**src/rtl/itlb_pkg.sv**
```systemverilog
package itlb_pkg;
  localparam int VA_W    = 32;
  localparam int PA_W    = 29;
  localparam int ASID_W  = 8;
  localparam int BASE_SH = 10;
  localparam int VPN_W   = VA_W - BASE_SH;
  localparam int PPN_W   = PA_W - BASE_SH;
  localparam int WAYS    = 4;
  localparam int WAY_W   = $clog2(WAYS);
  localparam int LRU_W   = 6;

  typedef struct packed {
    logic              valid;
    logic              shared;
    logic [1:0]        size;
    logic [VPN_W-1:0]  vpn;
    logic [ASID_W-1:0] asid;
    logic [PPN_W-1:0]  ppn;
    logic              uexec;
    logic              cache;
  } entry_t;

  // page-offset mask per size code
  function automatic logic [VA_W-1:0] off_mask(input logic [1:0] sz);
    case (sz)
      2'd0:    off_mask = VA_W'((1 << 10) - 1);
      2'd1:    off_mask = VA_W'((1 << 12) - 1);
      2'd2:    off_mask = VA_W'((1 << 16) - 1);
      default: off_mask = VA_W'((1 << 20) - 1);
    endcase
  endfunction
endpackage

```
**src/rtl/itlb_way_cmp.sv**
```systemverilog
module itlb_way_cmp
  import itlb_pkg::*;
(
  input  entry_t            ent_i,
  input  logic [VA_W-1:0]   vaddr_i,
  input  logic [ASID_W-1:0] asid_i,
  input  logic              asid_chk_i,
  output logic              match_o,
  output logic [PA_W-1:0]   paddr_o
);
  logic [VA_W-1:0] om;
  logic [VA_W-1:0] base;
  logic [PA_W-1:0] pbase;
  logic            asid_ok;

  always_comb begin
    om      = off_mask(ent_i.size);
    base    = {ent_i.vpn, {BASE_SH{1'b0}}};
    pbase   = {ent_i.ppn, {BASE_SH{1'b0}}};
    asid_ok = !asid_chk_i || ent_i.shared || (ent_i.asid == asid_i);
    match_o = ent_i.valid && asid_ok && (((vaddr_i ^ base) & ~om) == '0);
    paddr_o = (pbase & ~om[PA_W-1:0]) | (vaddr_i[PA_W-1:0] & om[PA_W-1:0]);
  end
endmodule

```
**src/rtl/itlb_lru.sv**
```systemverilog
module itlb_lru
  import itlb_pkg::*;
(
  input  logic             clk_i,
  input  logic             rst_ni,
  input  logic             upd_i,
  input  logic [WAY_W-1:0] upd_way_i,
  output logic [LRU_W-1:0] lru_o,
  output logic [WAY_W-1:0] victim_o
);
  logic [LRU_W-1:0] lru_q, lru_d;
  logic [7:0]       cur_b, nxt_b;
  logic             legal;

  always_comb begin
    cur_b = {lru_q, 2'b00};
    unique case (upd_way_i)
      2'd0:    nxt_b = cur_b & 8'h1F;
      2'd1:    nxt_b = (cur_b & 8'hE7) | 8'h80;
      2'd2:    nxt_b = (cur_b & 8'hFB) | 8'h50;
      default: nxt_b = cur_b | 8'h2C;
    endcase
    lru_d = upd_i ? nxt_b[7:2] : lru_q;
    legal = 1'b1;
    if      ((cur_b & 8'hE0) == 8'hE0) victim_o = 2'd0;
    else if ((cur_b & 8'h98) == 8'h18) victim_o = 2'd1;
    else if ((cur_b & 8'h54) == 8'h04) victim_o = 2'd2;
    else if ((cur_b & 8'h2C) == 8'h00) victim_o = 2'd3;
    else begin
      victim_o = 2'd0;  // unreachable cyclic order: fall back to way 0
      legal    = 1'b0;
    end
  end

  always_ff @(posedge clk_i or negedge rst_ni)
    if (!rst_ni) lru_q <= '0;
    else         lru_q <= lru_d;

  assign lru_o = lru_q;


  lru_legal_chk: assert property (@(posedge clk_i) disable iff (!rst_ni) legal);

  lru_hold_chk: assert property (@(posedge clk_i) disable iff (!rst_ni)
    !upd_i |=> $stable(lru_q));

  lru_mru0_chk: assert property (@(posedge clk_i) disable iff (!rst_ni)
    (upd_i && upd_way_i == 2'd0) |=> (lru_q[5:3] == 3'b000));

  lru_mru3_chk: assert property (@(posedge clk_i) disable iff (!rst_ni)
    (upd_i && upd_way_i == 2'd3) |=> (lru_q[3] && lru_q[1] && lru_q[0]));
endmodule

```
**src/rtl/ifetch_tlb.sv**
```systemverilog
module ifetch_tlb
  import itlb_pkg::*;
(
  input  logic              clk_i,
  input  logic              rst_ni,
  input  logic              lookup_i,
  input  logic [VA_W-1:0]   vaddr_i,
  input  logic [ASID_W-1:0] asid_i,
  input  logic              asid_chk_i,
  input  logic              user_i,
  input  logic              refill_i,
  input  logic [VPN_W-1:0]  rf_vpn_i,
  input  logic [ASID_W-1:0] rf_asid_i,
  input  logic              rf_valid_i,
  input  logic              rf_shared_i,
  input  logic [1:0]        rf_size_i,
  input  logic [PPN_W-1:0]  rf_ppn_i,
  input  logic              rf_uexec_i,
  input  logic              rf_cache_i,
  output logic              hit_o,
  output logic              miss_o,
  output logic              multi_o,
  output logic              prot_viol_o,
  output logic [WAY_W-1:0]  hit_way_o,
  output logic [PA_W-1:0]   paddr_o,
  output logic              cacheable_o,
  output logic [LRU_W-1:0]  lru_o
);
  entry_t           ent_q [WAYS];
  entry_t           rf_ent;
  logic [WAYS-1:0]  match;
  logic [PA_W-1:0]  pa_w [WAYS];
  logic [WAY_W-1:0] way_enc, victim;
  logic [2:0]       n_match;
  logic             lru_upd;
  logic [WAY_W-1:0] lru_way;

  for (genvar g = 0; g < WAYS; g++) begin : g_way
    itlb_way_cmp u_cmp (
      .ent_i      (ent_q[g]),
      .vaddr_i    (vaddr_i),
      .asid_i     (asid_i),
      .asid_chk_i (asid_chk_i),
      .match_o    (match[g]),
      .paddr_o    (pa_w[g])
    );
  end

  always_comb begin
    way_enc = '0;
    for (int i = 0; i < WAYS; i++)
      if (match[i]) way_enc = WAY_W'(i);
    n_match = 3'($countones(match));
  end

  assign hit_o       = lookup_i && (n_match == 3'd1);
  assign miss_o      = lookup_i && (n_match == 3'd0);
  assign multi_o     = lookup_i && (n_match > 3'd1);
  assign hit_way_o   = hit_o ? way_enc : '0;
  assign paddr_o     = hit_o ? pa_w[way_enc] : '0;
  assign cacheable_o = hit_o && ent_q[way_enc].cache;
  assign prot_viol_o = hit_o && user_i && !ent_q[way_enc].uexec;

  // refill owns the replacement update when both occur
  assign lru_upd = refill_i || hit_o;
  assign lru_way = refill_i ? victim : way_enc;

  itlb_lru u_lru (
    .clk_i     (clk_i),
    .rst_ni    (rst_ni),
    .upd_i     (lru_upd),
    .upd_way_i (lru_way),
    .lru_o     (lru_o),
    .victim_o  (victim)
  );

  always_comb begin
    rf_ent        = '0;
    rf_ent.valid  = rf_valid_i;
    rf_ent.shared = rf_shared_i;
    rf_ent.size   = rf_size_i;
    rf_ent.vpn    = rf_vpn_i;
    rf_ent.asid   = rf_asid_i;
    rf_ent.ppn    = rf_ppn_i;
    rf_ent.uexec  = rf_uexec_i;
    rf_ent.cache  = rf_cache_i;
  end

  always_ff @(posedge clk_i or negedge rst_ni) begin
    if (!rst_ni) begin
      for (int i = 0; i < WAYS; i++) ent_q[i] <= '0;
    end else if (refill_i) begin
      ent_q[victim] <= rf_ent;
    end
  end


  lookup_one_chk: assert property (@(posedge clk_i) disable iff (!rst_ni)
    lookup_i |-> ($countones({hit_o, miss_o, multi_o}) == 1));

  idle_quiet_chk: assert property (@(posedge clk_i) disable iff (!rst_ni)
    !lookup_i |-> !(hit_o || miss_o || multi_o || prot_viol_o));

  viol_needs_hit_chk: assert property (@(posedge clk_i) disable iff (!rst_ni)
    prot_viol_o |-> (hit_o && user_i));

  refill_lands_chk: assert property (@(posedge clk_i) disable iff (!rst_ni)
    (refill_i && rf_valid_i) |=> ent_q[$past(victim)].valid);
endmodule

```
**config.mk**
```make
export PLATFORM = sky130hd
export DESIGN_NAME = ifetch_tlb
export DESIGN_NICKNAME = d
export VERILOG_FILES = /design/src/rtl/itlb_pkg.sv /design/src/rtl/itlb_way_cmp.sv /design/src/rtl/itlb_lru.sv /design/src/rtl/ifetch_tlb.sv
export SDC_FILE = /design/constraint.sdc
export NUM_CORES = 1
export LEC_CHECK = 0
export ABC_AREA = 1
export BUFFER_PORTS_ARGS = -buffer_cell sky130_fd_sc_hd__buf_2
export CORE_AREA = 3 3 217 219
export CTS_CLUSTER_DIAMETER = 200
export DETAILED_ROUTE_END_ITERATION = 16
export DIE_AREA = 0 0 220 222
export HOLD_SLACK_MARGIN = 0.02
export PLACE_DENSITY = 0.53
export SYNTH_ARGS = -nofsm -noshare
export SYNTH_HDL_FRONTEND = slang
export SYNTH_HIERARCHICAL = 1
export SYNTH_SLANG_ARGS = --single-unit
```
**constraint.sdc**
```tcl
create_clock -name clk_i -period 4.5 [get_ports clk_i]
set_clock_uncertainty 0.05 [all_clocks]
set_input_delay 0.45 -clock clk_i [delete_from_list [all_inputs] [get_ports clk_i]]
set_output_delay 0.45 -clock clk_i [all_outputs]
set_load 0.02 [all_outputs]
```
# Yosys cells after proc, flatten, opt, wreduce, memory -nomap -nowiden
# Cells that the tools add are included.
# Widths: inputs -> output; s select.
# word_totals
ff_bits,226
inputBits,101
output_inout_bits,42
# op_classes
n_addsub,3
magnitude_cmp,4
n_eq_ne,18
muxes,24
bitwise_logic,33
n_reduce_logical,46
# ops
op,count
$pmux 20 s3,4
$bwmux 220,1
$and 32x32->32,4
$logic_not 32->1,4
$not 20->32,4
$xor 32x32->32,4
$and 29x20->29,4
$and 29x29->29,4
$not 20->29,4
$or 29x29->29,4
$bmux 55 s2,1
$demux 55 s2,1
$mux 29,3
$bmux 29 s2,1
$mux 55,1
$eq 8x8->1,4
$pmux 8 s3,1
$mux 2,10
$reduce_and 3->1,6
$logic_and 1x1->1,15
$eq 2x1->1 const B,5
$eq 2x2->1 const B,5
$logic_not 2->1,5
$logic_or 1x1->1,9
other kinds (15),24

# Logic depth before layout (Yosys ltp)
# Gate-level depths: netlist of the first run.
# logic_depth
ltp_word,15
depth_mapped,21
mapped_depth_nobuf,20

# Hierarchy
# The synthesis of the first run kept the hierarchy.
# modules_own_cells
mod,n_inst,cells_each,area_per_inst_um2,seq_area_each_um2
ifetch_tlb,1,1163,9663.0,5505.3
itlb_way_cmp,4,202,878.3,0.0
itlb_lru,1,49,366.6,150.1

# Worst setup path before layout of the first run
# No wires, ideal clock.
# synth_path
path_kind,in2out
startpoint,input port vaddr_i[25]
endpoint,output port paddr_o[10]
arrival_ns,3.014
required_ns,4.000
slack_ns,0.986
stages,15
path_cell_list,inv_1 -> nand2_1 -> nand2_1 -> nor2_1 -> nand2_1 -> nor3_1 -> nand2_1 -> nor2_1 -> fa_1 -> ha_1 -> ha_1 -> nor3_2 -> nand2_1 -> clkbuf_1 -> a21oi_1
# synth_between
word_cells_on_any_way,29
# synth_lines
item,line,source
from (decl),ifetch_tlb.sv:7,"input logic [VA_W-1:0] vaddr_i,"
$xor 32x32->32 *,itlb_way_cmp.sv:21,match_o = ent_i.valid && asid_ok && (((vaddr_i ^ base) & ~om) == '0);
$and 32x32->32 *,itlb_way_cmp.sv:21,
$logic_not 32->1 *,itlb_way_cmp.sv:21,
$logic_and 1x1->1 *,itlb_way_cmp.sv:21,
named net match[3],ifetch_tlb.sv:31,logic [WAYS-1:0] match;
"parallel branches: the longest is 5 deep, another holds $add 2x2->3",--,
$mux 29 *,ifetch_tlb.sv:60,assign paddr_o = hit_o ? pa_w[way_enc] : '0;
to (decl),ifetch_tlb.sv:25,"output logic [PA_W-1:0] paddr_o,"
# Mark *: on every way through the listed nets, which the timed path passes. The select of a mux whose other input is x is not followed.

# Final worst setup path of the first run
# layout_path
startpoint,register ent_q[154] (netlist name)
endpoint,output port paddr_o[10]
# layout_between
elab_chain_cells,12
word_cells_on_any_way,16
# layout_rtl
item,line,source
from (decl),ifetch_tlb.sv:29,entry_t ent_q [WAYS];
"from (signal, indexed assignment)",ifetch_tlb.sv:93,ent_q[victim] <= rf_ent;
$xor 32x32->32 *,itlb_way_cmp.sv:21,
$and 32x32->32 *,itlb_way_cmp.sv:21,
$logic_not 32->1 *,itlb_way_cmp.sv:21,
$logic_and 1x1->1 *,itlb_way_cmp.sv:21,
named net match[1],ifetch_tlb.sv:31,
$mux 1,ifetch_tlb.sv:52,if (match[i]) way_enc = WAY_W'(i);
$mux 2 (2 in a row),ifetch_tlb.sv:52,
$not 2->3 (not written as such),ifetch_tlb.sv:60,
$bmux 29 s2,ifetch_tlb.sv:60,
$mux 29 (not written as such) (2 in a row),ifetch_tlb.sv:60,
$mux 29 *,ifetch_tlb.sv:60,
# The timed path passes the listed nets; every way through them passes the cells marked *. The select of a mux whose other input is x is not followed.

==> results of run 1 <==
## critical path: cells and delay by family, from the launching register on
family	cells	cell delay, ns
adder cells (fa/ha/maj)	3	0.98
AND/OR/NAND/NOR	8	1.07
AO/OA/AOI/OAI	2	0.29
flip-flops	1	0.37
buffers and inverters	3	0.45
## power by group through the flow
stage	logic (W)	registers, W	clock network [W]
after floorplan	0.00294	0.00353	0
after global placement	0.00349	0.00365	0
after detailed placement	0.00356	0.00367	0
after CTS	0.00358	0.00365	0.00250
after global routing	0.00417	0.00378	0.00258
final	0.00354	0.00365	0.00241
## placed cells by master (no fill, tap or decap)
cell type	count
inv_2	2
or2_2	4
nor3_2	1
xnor2_1	12
clkinv_16	1
nand2_1	710
nor2_1	185
nand3_1	54
inv_6	2
o211ai_1	4
inv_1	335
nand2_2	3
buf_12	4
buf_2	141
fa_1	1
buf_8	1
nor4_1	1
a21oi_1	26
clkbuf_1	6
mux2_2	4
buf_4	12
clkinv_2	3
dlygate4sd3_1	1
ha_1	7
nand3b_1	2
nor3_1	4
dfrtp_1	226
nand3_4	4
a21oi_2	3
clkbuf_16	28
nor2_2	9
clkbuf_8	9
a21oi_4	2
o21ai_0	172
bufinv_16	3
nor2_4	2
o21ai_1	97
## cell usage after synthesis
cell      count
xnor2_1      12
nor3_2        1
inv_1       335
mux2_2        4
nand2_1     711
nor4_1        1
nand3_1      58
nand3b_1      2
nor2_4        1
nor3_1        4
clkbuf_1      7
buf_4        85
dfrtp_1     226
nor2_1      194
buf_1         1
or2_2         4
o21ai_1      97
inv_2         2
o21ai_0     172
a21oi_1      31
buf_6        14
nand2_2       2
fa_1          1
buf_2        44
o211ai_1      4
ha_1          7
## layout make-up
type | instances | share of cell area
clock inverters | 9 | 0.0100
multi-input cells | 1307 | 0.373
inverters | 337 | 0.0828
repair buffers | 159 | 0.0590
well taps | 600 | 0.0492
flip-flops and latches | 226 | 0.370
clock buffers | 43 | 0.0555
## flip-flops by register name (all words and copies together) (netlist names)
name,cells
ent_q,220
u_lru/lru_o,6
## stage by stage
stage / power, W / utilization / area [um^2]
after floorplan: 0.00647 / - / 13500
after global placement: 0.00713 / 0.313 / 14200
after detailed placement: 0.00723 / 0.313 / 14200
after CTS: 0.00973 / 0.336 / 15200
after global routing: 0.0105 / 0.337 / 15300
final: 0.00960 / 0.337 / 15300
## cells by family after synthesis
family                     synth area share
AOI/OAI and AO/OA                     0.113
xor gates and xnor gates            0.00776
adders and majority gates           0.00795
buffers and inverters                 0.171
DFF                                   0.418
muxes                               0.00333
and+or+nand+nor                       0.280
## per-layer routing
layer,GRT usage,share of wire,vias up
met1,0.220,0.47,5390
met5,0,0.00018,-
met3,0.0267,0.048,39
met2,0.261,0.46,199
met4,0.0291,0.016,2
li1,-,-,6104
## path summary, 6_finish.rpt
kind	startpoint	to	slack, ns	depth (start not counted)
worst max-delay path	ent_q[154]	paddr_o[10]	0.22	16
worst min-delay path	rf_vpn_i[19]	ent_q[103]	0.13	3
worst max register to register	ent_q[52]	u_lru/lru_o[3]	1.14	15
worst min register to register	ent_q[166]	ent_q[166]	0.43	2
max in group asynchronous	rst_ni	ent_q[67]	2.81	3
min in group asynchronous	rst_ni	ent_q[59]	0.44	2
## what timing repair did
item                                    in CTS  in global routing
resized for setup                            4                 12
pin swaps                                    1                  0
gates cloned                                 1                  0
hold buffers                                 1                  0
endpoints found under the hold margin       95                  0
endpoints found under the setup margin      19                 32
==> results.txt, run 1 <==
----------------------------------------------------
[Floorplan]
  Core outline area ... 45300 um^2
  Die area ... 48800 um^2
  Number of rows created at floorplan ... 78
  Die X-Extent ... 220 um
  Die Y-Extent ... 222 um
  Top Ports ... 143
  Initial standard-cell utilization of the core ... 0.299

[Routing]
  Drc violations ... 0
  Post-DR vias/cell ... 4.38
  Mean routed wirelength per cell ... 14.4 um
  Wire length after detailed routing ... 38600 um
  Router iterations before antenna repair ... 8
  DR iter-0 viols ... 722
  Total number of vias ... 11700
  Number of nets still failing antenna checks after routing ... 0

[CTS]
  Clock-pin slew of the registers on the worst-case setup and hold paths ... 0.06 ns
  Clock tree from TritonCTS ... done
  Total clock buffers created by CTS ... 28
  Number of post-CTS setup repair buffers ... 0
  Number of clock sinks seen by CTS ... 226
  Root Buffer ... clkbuf_16
  Clock insertion delay at the later pin of the skew report ... 0.57 ns
  H-tree levels ... 1
  Maximum buffer depth of the clock tree ... 3

[Logic synthesis]
  Average instance area after synthesis ... 6.70 um^2
  Portion of the post-synthesis area used by sequential elements ... 0.418
  Syn Inst Count ... 2020
  Mapped cell area ... 13500 um^2
  Area share of the largest cell type after synthesis ... 0.418
  Number of storage elements in the synthesis netlist ... 226
  Number of synthesis warnings ... 6
  Number of library cell types mapped by synthesis ... 26
  Ranking of synthesized cells by area ... dfrtp_1 (42%), nand2_1 (20%), inv_1 (9.3%)
  Net count after synthesis ... 2129
  Area leader, netlist ... dfrtp_1

[Timing]
  Final-report hold violation count ... 0
  Final-report max-slew violation count ... 0
  Maximum clock frequency ... 234 MHz
  Worst Hold Margin ... 0.128 ns
  Pin slew with the least headroom to its limit ... 1.08 ns
  Final TNS setup ... 0 ns
  Final setup slack of the worst path ... 0.225 ns
  Final worst path period need ... 4.28 ns
  Post-route fraction of the period consumed by the critical path ... 0.950
  Max-slew headroom at the worst pin ... 0.281
  Setup Viol. Count Final ... 0

[Power and ir drop]
  Ratio of total power to cell area ... 629 nW/um^2
  Switching power ... 0.00385 W
  Sw frac ... 0.401
  Static leakage ... 8.44 nW
  Power share of the combinational group ... 0.369
  Worst vdd rail ir drop ... 0.416 mV
  Clock share of power ... 0.251
  Reg power frac ... 0.380
  Internal Dissipation ... 0.00575 W

[Place]
  Placement-stage worst setup slack ... 0.263 ns
  Placed Cells ... 2627
  Number of buffers added on ports ... 142
  HPWL after detailed placement ... 26100 um
  Weighted congestion at the end of routability-driven global placement ... 0.831

[Layout]
  Fillers ... 5013
  Final nets ... 2168
  Multi-input logic area ... 5700 um^2
  Fraction of final layout cells sized beyond drive strength 1 ... 0.114
  Layout-stage area growth over the synthesis result ... 12.7%
  Number of standard cells in the layout, taps in and fillers out ... 2681
  Antenna cell count ... 0
  Sequential cell area ... 5660 um^2

[Setup path]
  Arrival time reported for the critical path endpoint ... 3.78 ns
  Standard cell with the maximum stage delay on the critical path ... fa_1
  Critical path cell sequence ... inv_1 -> nand2_1 -> o21ai_0 -> nor2_1 -> nand2_1 -> nor2_2 -> nand3_1 -> nor2_4 -> fa_1 -> ha_1 -> ha_1 -> nor3_2 -> nand2_2 -> buf_12 -> a21oi_4 -> buf_2
  CP peak stage delay ... 0.43 ns
  Start-to-end type of the worst setup path ... reg -> out
  Data required time at the worst endpoint ... 4.00 ns
  Crit. End Element ... output port
  Type of element launching the critical path ... flop
  Worst-path fanout max ... 33

[Worst hold path]
  Type of the tightest min-delay check ... in -> reg

[Status]
  Run status ... complete, no violations

[Global route]
  Combined global-route utilization of all metal layers ... 0.158
  First-pass GRT wire length ... 61900 um
  Initial antenna violation count ... 1
  Number of global-route vias before repair ... 11400
  Overflow after GRT ... 0
  Largest net degree at the start of global routing ... 98

[Flow run]
  Reported max-cap violation count ... 0

----------------------------------------------------
No activity file was read; power rests on OpenSTA's default activity.
==> inputs of run 2 (changes only) <==
--- a/config.mk
+++ b/config.mk
@@ -5,12 +5,11 @@
 export SDC_FILE = /design/constraint.sdc
 export NUM_CORES = 1
 export LEC_CHECK = 0
-export ABC_AREA = 1
 export BUFFER_PORTS_ARGS = -buffer_cell sky130_fd_sc_hd__buf_2
-export CORE_AREA = 3 3 217 219
+export CORE_AREA = 3 3 205 207
 export CTS_CLUSTER_DIAMETER = 200
 export DETAILED_ROUTE_END_ITERATION = 16
-export DIE_AREA = 0 0 220 222
+export DIE_AREA = 0 0 208 210
 export HOLD_SLACK_MARGIN = 0.02
 export PLACE_DENSITY = 0.53
 export SYNTH_ARGS = -nofsm -noshare
==> run 2 against run 1 <==
Count of clock-buffer cells in the layout shrank 8. Register-to-register slack got worse by 0.49 ns. Fmax decreased by 3.0%. Largest power group unchanged.
==> results.txt, run 2 <==
----------------------------------------------------
[Status]
  Run status ... complete, no violations

[Worst hold path]
  Launch instance of the worst min-delay path ... rf_ppn_i[6]
  Worst hold path endpoint ... ent_q[173]
  Hold path depth ... 2
  Type of the tightest min-delay check ... in -> reg

[Setup path]
  Register-to-register setup slack ... 0.65 ns
  Start-to-end type of the worst setup path ... reg -> out
  Worst-path fanout max ... 4
  Type of element launching the critical path ... flop
  Worst flop-to-flop path endpoint ... u_lru/lru_o[1]
  Worst reg2reg startpoint ... ent_q[140]
  Worst r2r path cells ... 12
  Arrival time reported for the critical path endpoint ... 3.91 ns
  Crit. End Element ... output port
  Data required time at the worst endpoint ... 4.00 ns

[Logic synthesis]
  Predominant post-synthesis flop cell ... dfrtp_1
  Ranking of synthesized cells by area ... dfrtp_1 (47%), mux2_2 (23%), xor2_1 (8.5%)
  Async set-reset flop share out of synthesis ... 1.00
  Syn Inst Count ... 934
  Most numerous cell in the Yosys netlist ... mux2_2
  Mapped cell area ... 12000 um^2
  Net count after synthesis ... 1043
  Average instance area after synthesis ... 12.9 um^2
  Post-synth EDFFs ... 0
  Area leader, netlist ... dfrtp_1
  Portion of the post-synthesis area used by sequential elements ... 0.471
  Synth top cells by count ... mux2_2 (248), dfrtp_1 (226), xor2_1 (116)
  Area share of the largest cell type after synthesis ... 0.471
  Number of storage elements in the synthesis netlist ... 226
  Number of library cell types mapped by synthesis ... 41
  Number of synthesis warnings ... 6

[CTS]
  Clock tree from TritonCTS ... done
  Clock-pin slew of the registers on the worst-case setup and hold paths ... 0.06 ns
  Root Buffer ... clkbuf_16
  Maximum buffer depth of the clock tree ... 3
  Number of clock sinks seen by CTS ... 226
  Clock insertion delay at the later pin of the skew report ... 0.56 ns
  Total clock buffers created by CTS ... 29
  H-tree levels ... 1

[Global route]
  Initial antenna violation count ... 4
  Largest net degree at the start of global routing ... 86
  First-pass GRT wire length ... 49000 um
  Overflow after GRT ... 0
  Combined global-route utilization of all metal layers ... 0.142
  Number of global-route vias before repair ... 7979

[Timing]
  Maximum clock frequency ... 227 MHz
  Final-report max-slew violation count ... 0
  Setup repair after global routing missed its margin ... yes
  Post-route fraction of the period consumed by the critical path ... 0.979
  Max-slew headroom at the worst pin ... 0.155
  Setup Viol. Count Final ... 0
  Pin slew with the least headroom to its limit ... 1.26 ns
  Final-report hold violation count ... 0
  Final setup slack of the worst path ... 0.0936 ns
  Final worst path period need ... 4.41 ns

[Layout]
  Number of standard cells in the layout, taps in and fillers out ... 1579
  Multi-input logic area ... 5770 um^2
  Most common cell after layout, fill and taps aside ... mux2_2
  Design Area, Final ... 14200 um^2
  Top library cells by usage in the layout, fill and taps aside ... mux2_2 (248), dfrtp_1 (224), buf_2 (136)
  Fillers ... 4065
  Sequential cell area ... 5660 um^2
  Final nets ... 1137
  Fraction of final layout cells sized beyond drive strength 1 ... 0.505
  Layout-stage area growth over the synthesis result ... 18.2%
  Number of flip-flops in the largest register ... 220
  Register ranked first by flip-flop count ... ent_q

[Routing]
  DR iter-0 viols ... 249
  Total number of vias ... 7410
  Wire length after detailed routing ... 31100 um
  Post-DR vias/cell ... 4.69
  Router iterations before antenna repair ... 4
  Mean routed wirelength per cell ... 19.7 um
  Drc violations ... 0
  Number of nets still failing antenna checks after routing ... 0

[Floorplan]
  Die area ... 43700 um^2
  Core outline area ... 40600 um^2
  Die X-Extent ... 208 um
  Number of rows created at floorplan ... 74
  Die Y-Extent ... 210 um
  Top Ports ... 143
  Initial standard-cell utilization of the core ... 0.296

[Place]
  HPWL after detailed placement ... 21100 um
  Placed Cells ... 1522
  Number of buffers added on ports ... 142
  Placement-stage worst setup slack ... -0.0681 ns
  Weighted congestion at the end of routability-driven global placement ... 0.747
  Instance area at placement ... 12900 um^2

[Flow run]
  Reported max-cap violation count ... 0

[Power and ir drop]
  Ratio of total power to cell area ... 685 nW/um^2
  Static leakage ... 6.04 nW
  Worst vdd rail ir drop ... 0.321 mV

----------------------------------------------------
==> run 2: power breakdown <==
group	internal (W)	total [W]	switching (W)	leakage, nW
clock network	0.00148	0.00237	0.000897	0.483
logic	0.00202	0.00358	0.00157	2.89
registers	0.00311	0.00377	0.000659	2.68
==> run 2: worst max-delay path, cell delays in order, from the launching register on <==
cell and delay (ns):
dfrtp_1 0.39, xor2_1 0.15, o21ai_0 0.48, nand3_4 0.14
nor4_4 0.35, fa_1 0.48, ha_2 0.21, ha_4 0.22
nor2_4 0.11, nand3_4 0.14, a2111oi_1 0.44, buf_2 0.25
==> run 2: worst max-delay path by stage <==
stage | start | to | slack, ns
finish | ent_q[140] | prot_viol_o | 0.09
global route | ent_q[156] | paddr_o[1] | -0.04
CTS | ent_q[31] | paddr_o[9] | 0.003
detailed placement | vaddr_i[15] | paddr_o[23] | -0.07
global placement | vaddr_i[15] | paddr_o[23] | -0.007
floorplan | vaddr_i[19] | prot_viol_o | 0.004
==> run 2: cell families after synthesis <==
family | Yosys count | synth area share
xor gates and xnor gates | 120 | 0.0875
muxes | 295 | 0.274
and+or+nand+nor | 73 | 0.0383
buffers and inverters | 127 | 0.0699
adders and majority gates | 8 | 0.00896
DFF | 226 | 0.471
AOI/OAI and AO/OA | 85 | 0.0505
==> run 2: layout make-up <==
cell class                 instances  share of cell area
sequential                       226               0.399
multi-input combinational        581               0.406
antenna                            1            0.000176
tap                              532              0.0469
inverter                          11             0.00317
clock inverter                    14              0.0126
timing repair buffer             179              0.0760
clock buffer                      35              0.0562
==> run 2: timing repair <==
action / 4_1_cts / 5_1_grt
resized for setup: 21 / 33
hold buffers: 1 / 0
endpoints found under the setup margin: 34 / 32
buffers inserted: 4 / 2
pin swaps: 10 / 10
endpoints found under the hold margin: 73 / 0
==> run 2: routing by layer <==
layer,track usage,part of all wire,vias to the layer above
met4,0.0335,0.018,6
li1,-,-,3481
met5,0,0.0011,-
met2,0.236,0.47,125
met1,0.195,0.47,3752
met3,0.0252,0.039,46
==> run 2: per-stage QoR <==
step / total power (W) / setup TNS, ns / hold WS (ns) / util
final: 0.00973 / 0 / 0.115 / 0.350
after global routing: 0.0104 / -0.189 / 0.104 / 0.350
after CTS: 0.00986 / 0 / 0.0791 / 0.345
after detailed placement: 0.00738 / -0.160 / 0.421 / 0.318
after global placement: 0.00727 / -0.00689 / 0.412 / 0.318
after floorplan: 0.00666 / 0 / 0.104 / -
